### src/rtl/card_steer_pkg.sv
package card_steer_pkg;
  typedef enum logic [1:0] {
    ACC_IDLE    = 2'd0,
    ACC_BYTE_LO = 2'd1,
    ACC_BYTE_HI = 2'd2,
    ACC_WORD    = 2'd3
  } acc_mode_e;

  typedef struct packed {
    logic use_even;
    logic use_odd;
    logic swap;
  } lane_use_t;
endpackage

### src/rtl/cs_mode_dec.sv
module cs_mode_dec
  import card_steer_pkg::*;
(
  input  logic      ce1_ni,
  input  logic      ce2_ni,
  input  logic      a0_i,
  output acc_mode_e mode_o,
  output lane_use_t use_o
);
  always_comb begin
    unique case ({ce2_ni, ce1_ni})
      2'b10:   mode_o = ACC_BYTE_LO;
      2'b01:   mode_o = ACC_BYTE_HI;
      2'b00:   mode_o = ACC_WORD;
      default: mode_o = ACC_IDLE;
    endcase
  end

  always_comb begin
    use_o = '0;
    unique case (mode_o)
      ACC_BYTE_LO: begin
        use_o.use_even = ~a0_i;
        use_o.use_odd  = a0_i;
        use_o.swap     = a0_i;
      end
      ACC_BYTE_HI: use_o.use_odd = 1'b1;
      ACC_WORD: begin
        use_o.use_even = 1'b1;
        use_o.use_odd  = 1'b1;
      end
      default: use_o = '0;
    endcase
  end
endmodule

### src/rtl/cs_seg_dec.sv
module cs_seg_dec #(
  parameter int unsigned NUM_PAIRS = 4,
  localparam int unsigned PAIR_W = (NUM_PAIRS > 1) ? $clog2(NUM_PAIRS) : 1,
  localparam int unsigned SEG_N  = 2 * NUM_PAIRS
) (
  input  logic              common_i,
  input  logic              use_even_i,
  input  logic              use_odd_i,
  input  logic [PAIR_W-1:0] pair_i,
  input  logic              rd_i,
  input  logic              wr_i,
  output logic [SEG_N-1:0]  cs_n_o,
  output logic [SEG_N-1:0]  oe_n_o,
  output logic [SEG_N-1:0]  we_n_o
);
  for (genvar p = 0; p < NUM_PAIRS; p++) begin : g_pair
    for (genvar b = 0; b < 2; b++) begin : g_byte
      localparam int unsigned IDX = 2 * p + b;
      logic sel;
      assign sel = common_i && (pair_i == PAIR_W'(p)) &&
                   ((b == 0) ? use_even_i : use_odd_i);
      assign cs_n_o[IDX] = ~sel;
      assign oe_n_o[IDX] = ~(sel & rd_i);
      assign we_n_o[IDX] = ~(sel & wr_i);
    end
  end
endmodule

### src/rtl/cs_lane_ctl.sv
module cs_lane_ctl
  import card_steer_pkg::*;
(
  input  acc_mode_e mode_i,
  input  lane_use_t use_i,
  input  logic      common_i,
  input  logic      rd_i,
  input  logic      wr_i,
  output logic      attr_cs_n_o,
  output logic      attr_oe_n_o,
  output logic      attr_we_n_o,
  output logic      lo_oe_o,
  output logic      hi_oe_o,
  output logic      swap_o
);
  logic attr_sel;
  logic lo_used, hi_used;

  // attribute space: even bytes only
  assign attr_sel    = ~common_i & use_i.use_even;
  assign attr_cs_n_o = ~attr_sel;
  assign attr_oe_n_o = ~(attr_sel & rd_i);
  assign attr_we_n_o = ~(attr_sel & wr_i);

  assign lo_used = common_i ? (mode_i == ACC_BYTE_LO || mode_i == ACC_WORD) : attr_sel;
  assign hi_used = common_i & (mode_i == ACC_BYTE_HI || mode_i == ACC_WORD);

  assign lo_oe_o = rd_i & lo_used;
  assign hi_oe_o = rd_i & hi_used;
  assign swap_o  = common_i & use_i.swap;
endmodule

### src/rtl/card_lane_steer.sv
module card_lane_steer
  import card_steer_pkg::*;
#(
  parameter int unsigned NUM_PAIRS = 4,
  localparam int unsigned PAIR_W = (NUM_PAIRS > 1) ? $clog2(NUM_PAIRS) : 1,
  localparam int unsigned SEG_N  = 2 * NUM_PAIRS
) (
  input  logic              clk_i,
  input  logic              rst_ni,
  input  logic              ce1_ni,
  input  logic              ce2_ni,
  input  logic              oe_ni,
  input  logic              we_ni,
  input  logic              reg_ni,
  input  logic              a0_i,
  input  logic [PAIR_W-1:0] a_hi_i,
  input  logic              wp_sw_i,
  output logic [SEG_N-1:0]  seg_cs_no,
  output logic [SEG_N-1:0]  seg_oe_no,
  output logic [SEG_N-1:0]  seg_we_no,
  output logic              attr_cs_no,
  output logic              attr_oe_no,
  output logic              attr_we_no,
  output logic              lo_lane_oe_o,
  output logic              hi_lane_oe_o,
  output logic              swap_o,
  output logic              wp_o
);
  acc_mode_e  mode;
  lane_use_t  use_d;
  logic       rd, wr;
  logic [SEG_N-1:0] cs_d, oe_d, we_d;
  logic attr_cs_d, attr_oe_d, attr_we_d, lo_d, hi_d, swap_d;

  assign rd = ~oe_ni & we_ni;
  // write only with outputs off and protect switch open
  assign wr = ~we_ni & oe_ni & ~wp_sw_i;

  cs_mode_dec u_mode (
    .ce1_ni (ce1_ni),
    .ce2_ni (ce2_ni),
    .a0_i   (a0_i),
    .mode_o (mode),
    .use_o  (use_d)
  );

  cs_seg_dec #(.NUM_PAIRS(NUM_PAIRS)) u_seg (
    .common_i   (reg_ni),
    .use_even_i (use_d.use_even),
    .use_odd_i  (use_d.use_odd),
    .pair_i     (a_hi_i),
    .rd_i       (rd),
    .wr_i       (wr),
    .cs_n_o     (cs_d),
    .oe_n_o     (oe_d),
    .we_n_o     (we_d)
  );

  cs_lane_ctl u_lane (
    .mode_i      (mode),
    .use_i       (use_d),
    .common_i    (reg_ni),
    .rd_i        (rd),
    .wr_i        (wr),
    .attr_cs_n_o (attr_cs_d),
    .attr_oe_n_o (attr_oe_d),
    .attr_we_n_o (attr_we_d),
    .lo_oe_o     (lo_d),
    .hi_oe_o     (hi_d),
    .swap_o      (swap_d)
  );

  always_ff @(posedge clk_i or negedge rst_ni) begin
    if (!rst_ni) begin
      seg_cs_no    <= '1;
      seg_oe_no    <= '1;
      seg_we_no    <= '1;
      attr_cs_no   <= 1'b1;
      attr_oe_no   <= 1'b1;
      attr_we_no   <= 1'b1;
      lo_lane_oe_o <= 1'b0;
      hi_lane_oe_o <= 1'b0;
      swap_o       <= 1'b0;
      wp_o         <= 1'b0;
    end else begin
      seg_cs_no    <= cs_d;
      seg_oe_no    <= oe_d;
      seg_we_no    <= we_d;
      attr_cs_no   <= attr_cs_d;
      attr_oe_no   <= attr_oe_d;
      attr_we_no   <= attr_we_d;
      lo_lane_oe_o <= lo_d;
      hi_lane_oe_o <= hi_d;
      swap_o       <= swap_d;
      wp_o         <= wp_sw_i;
    end
  end
endmodule

### config.mk
export PLATFORM = sky130hd
export DESIGN_NAME = card_lane_steer
export DESIGN_NICKNAME = d
export VERILOG_FILES = /design/src/rtl/card_steer_pkg.sv /design/src/rtl/cs_mode_dec.sv /design/src/rtl/cs_seg_dec.sv /design/src/rtl/cs_lane_ctl.sv /design/src/rtl/card_lane_steer.sv
export SDC_FILE = /design/constraint.sdc
export NUM_CORES = 1
export LEC_CHECK = 0
export BUFFER_PORTS_ARGS = -buffer_cell sky130_fd_sc_hd__clkbuf_2
export CAP_MARGIN = 20
export CORE_UTILIZATION = 50
export DETAILED_ROUTE_END_ITERATION = 6
export PLACE_DENSITY = 0.84
export SLEW_MARGIN = 5
export SYNTH_ARGS = -nofsm -noshare
export SYNTH_HDL_FRONTEND = slang
export SYNTH_HIERARCHICAL = 1
export SYNTH_SLANG_ARGS = --single-unit
### constraint.sdc
create_clock -name clk_i -period 1 [get_ports clk_i]
set_input_delay 0.15 -clock clk_i [delete_from_list [all_inputs] [get_ports clk_i]]
set_output_delay 0.15 -clock clk_i [all_outputs]
set_load 0.01 [all_outputs]
==> results.json <==
{
  "ys_top_cells_by_area": "dfstp_2 (65%), dfrtp_1 (9.2%), nand3_1 (5.1%), nand2_1 (3.8%), nand4_1 (2.9%)",
  "clock-sinks": 31,
  "period_minus_slack_ps": 1110,
  "cts_buffer_depth": 2,
  "yosys.area.top_type": "dfstp_2",
  "power_frac_seq": 0.564,
  "core_um2": 2000,
  "p_sw_mw": 0.510,
  "p_int_mw": 1.80,
  "cts_max_level": 2,
  "cts_tree": "built",
  "dr.pass1.iters": 4,
  "holdCritPathClass": "input pin to flop",
  "hp-start": "a_hi_i[0]",
  "hold_path_end": "seg_we_no[6]",
  "ir_drop_mv": 1.23,
  "finalCritPeriodShare": 1.11,
  "p_leak_nw": 0.718,
  "dieArea_um2": 2370,
  "ys_seq_area_frac": 0.743,
  "top_layer": "met4",
  "endpoint_kind": "output port",
  "synth_top_area_share": 0.651,
  "setup_ws_ps": -112,
  "root_buffer": "clkbuf_4",
  "hold_viol": 0,
  "grt_first_pass_wirelength_mm": 3.42,
  "place.port_buffers": 41,
  "path_max_fanout": 1,
  "slowest_stage": "dfstp_2",
  "crit_family": "flip-flops",
  "arrival_ps": 960,
  "critPathRequiredTime_ps": 850,
  "yosysWarnings": 6,
  "fin_cells": 162,
  "grt_overflow_total": 0,
  "synth_area_um2": 1090,
  "drc_errors": 0,
  "worst_pin_slew_ps": 436,
  "critical_path_buf_inv_count": 1,
  "avgSynthCellArea_um2": 13.5,
  "syn_inst": 81,
  "vias_per_cell": 5.04,
  "path_clk_slew_ps": 80,
  "failed_checks": "setup timing",
  "maxSlewHeadroom": 0.709,
  "cp_cell_sequence": "buf_6",
  "status": "finished, violations left",
  "rsz0062_at_grt": "true",
  "wl_per_cell_um": 14.9,
  "switching_share": 0.221,
  "place.gp.congestion": 0.778,
  "p_comb_frac": 0.095,
  "dp_cells": 152,
  "cts_buffers": 5,
  "tns_ps": -2590,
  "antenna_found_initial": 0,
  "grt_pass1_vias": 718,
  "netlist-cell-type-count": 21,
  "power_density_nw_per_um2": 1430,
  "syn_nets": 92,
  "die_w_um": 48.7,
  "fp.dieH_um": 48.7,
  "clock.fmax_mhz": 899,
  "vias": 816,
  "wl_met2_mm": 1.29,
  "grt_max_degree": 32,
  "cp.depth": 1,
  "cts_setup_buffers": 0,
  "setup_viol": 27,
  "routed_wl_mm": 2.41,
  "ios": 42,
  "wl_met3_um": 114,
  "nets": 145,
  "n_antenna_cell": 0,
  "slowest_delay_ps": 550,
  "drive_above_1_share": 0.667,
  "area_growth_pct": 48.1,
  "num_rows": 16,
  "p_clk_frac": 0.341,
  "path_class": "flop to output port",
  "whs_path_depth": 2,
  "slew_viol_final": 0,
  "track_usage": 0.207,
  "start_util": 0.544,
  "maxCapViolations": 0,
  "postRouteAntennaNets": 0,
  "ys_ff_latch": 31,
  "finalPower_mw": 2.31,
  "routedLengthMet1_um": 923,
  "detail_route.iter0.violations": 30,
  "startpoint_type": "flop",
  "dp_hpwl_mm": 1.58
}
==> placed cells by master (no fill, tap or decap) <==
cell type,count
dfstp_2,27
buf_6,27
clkbuf_2,13
nand2_1,11
nand3_1,11
buf_4,6
clkbuf_4,5
nand4_1,5
dfrtp_1,4
inv_2,3
and3_1,3
nor2b_1,3
clkbuf_8,2
dlygate4sd3_1,2
nor3b_2,1
and2b_2,1
clkbuf_1,1
buf_2,1
nor2b_2,1
a21boi_2,1
and3_2,1
and2_2,1
a21o_1,1
a21oi_1,1
and2_0,1
nor2_1,1
and2b_1,1
==> logic make-up after synthesis <==
logic type      share of synthesized area
compound gates                     0.0218
buf+inv                            0.0264
flops                               0.743
simple gates                        0.209
==> worst max path at each step <==
| stage | start | endpoint | slack, ps |
|---|---|---|---|
| 2_1_floorplan | a0_i | lo_lane_oe_o | 110 |
| 3_3_place_gp | ce1_ni | seg_we_no[5] | 20 |
| 3_5_place_dp | a0_i | seg_oe_no[6] | -4 |
| 4_1_cts | seg_cs_no[1] | seg_cs_no[1] | -150 |
| 5_1_grt | seg_cs_no[1] | seg_cs_no[1] | -150 |
| 6_report | seg_cs_no[1] | seg_cs_no[1] | -110 |
==> power by group through the flow <==
stage	Combinational (mW)	Sequential (mW)	Clock (mW)
finish	0.219	1.30	0.789
CTS	0.193	1.30	0.806
floorplan	0.0704	1.33	0
detailed placement	0.186	1.32	0
global placement	0.180	1.32	0
global route	0.238	1.31	0.867
==> state kept, by name, summed over array words and instances, names as in the netlist <==
name          cells
seg_oe_no         8
attr_oe_no        1
seg_we_no         8
lo_lane_oe_o      1
attr_cs_no        1
hi_lane_oe_o      1
swap_o            1
wp_o              1
attr_we_no        1
seg_cs_no         8
==> synth_stat cells <==
cell	instances
and2_0	1
and3_2	1
and2b_1	1
nand4_1	5
buf_4	1
dfrtp_1	4
a21boi_2	1
dfstp_2	27
nor2_1	1
a21oi_1	1
and3_1	3
nor3b_2	1
a21o_1	1
inv_2	3
nor2b_1	3
and2_2	1
buf_2	2
nand2_1	11
nand3_1	11
and2b_2	1
nor2b_2	1
==> area by class of cell <==
| class | count | area, µm² |
|---|---|---|
| clock buffers | 8 | 68.8 |
| fillers | 96 | 388 |
| inverters | 3 | 11.3 |
| multi-input cells | 44 | 251 |
| flip-flops and latches | 31 | 810 |
| well taps | 27 | 33.8 |
| repair buffers | 49 | 439 |
==> routing by layer <==
layer | vias to the layer above | global-route usage
li1 | 374 | -
met1 | 396 | 0.245
met2 | 37 | 0.322
met3 | 9 | 0.0597
met4 | 0 | 0.147
met5 | - | 0
==> metrics by stage <==
step,cell area (µm²),utilization,worst slack (ps),hold WS (ps)
floorplan,1090,-,107,-146
global placement,1360,0.678,19.1,159
detailed placement,1360,0.678,-3.99,167
CTS,1450,0.722,-146,78.1
global route,1610,0.806,-150,105
finish,1610,0.806,-112,95.2
==> what timing repair did <==
action / in CTS / in global routing
hold endpoints to repair: 5 / 0
gates resized for setup: 0 / 55
hold buffers: 2 / 0
setup endpoints to repair: 27 / 30
Power figures use the tool's default switching activity.
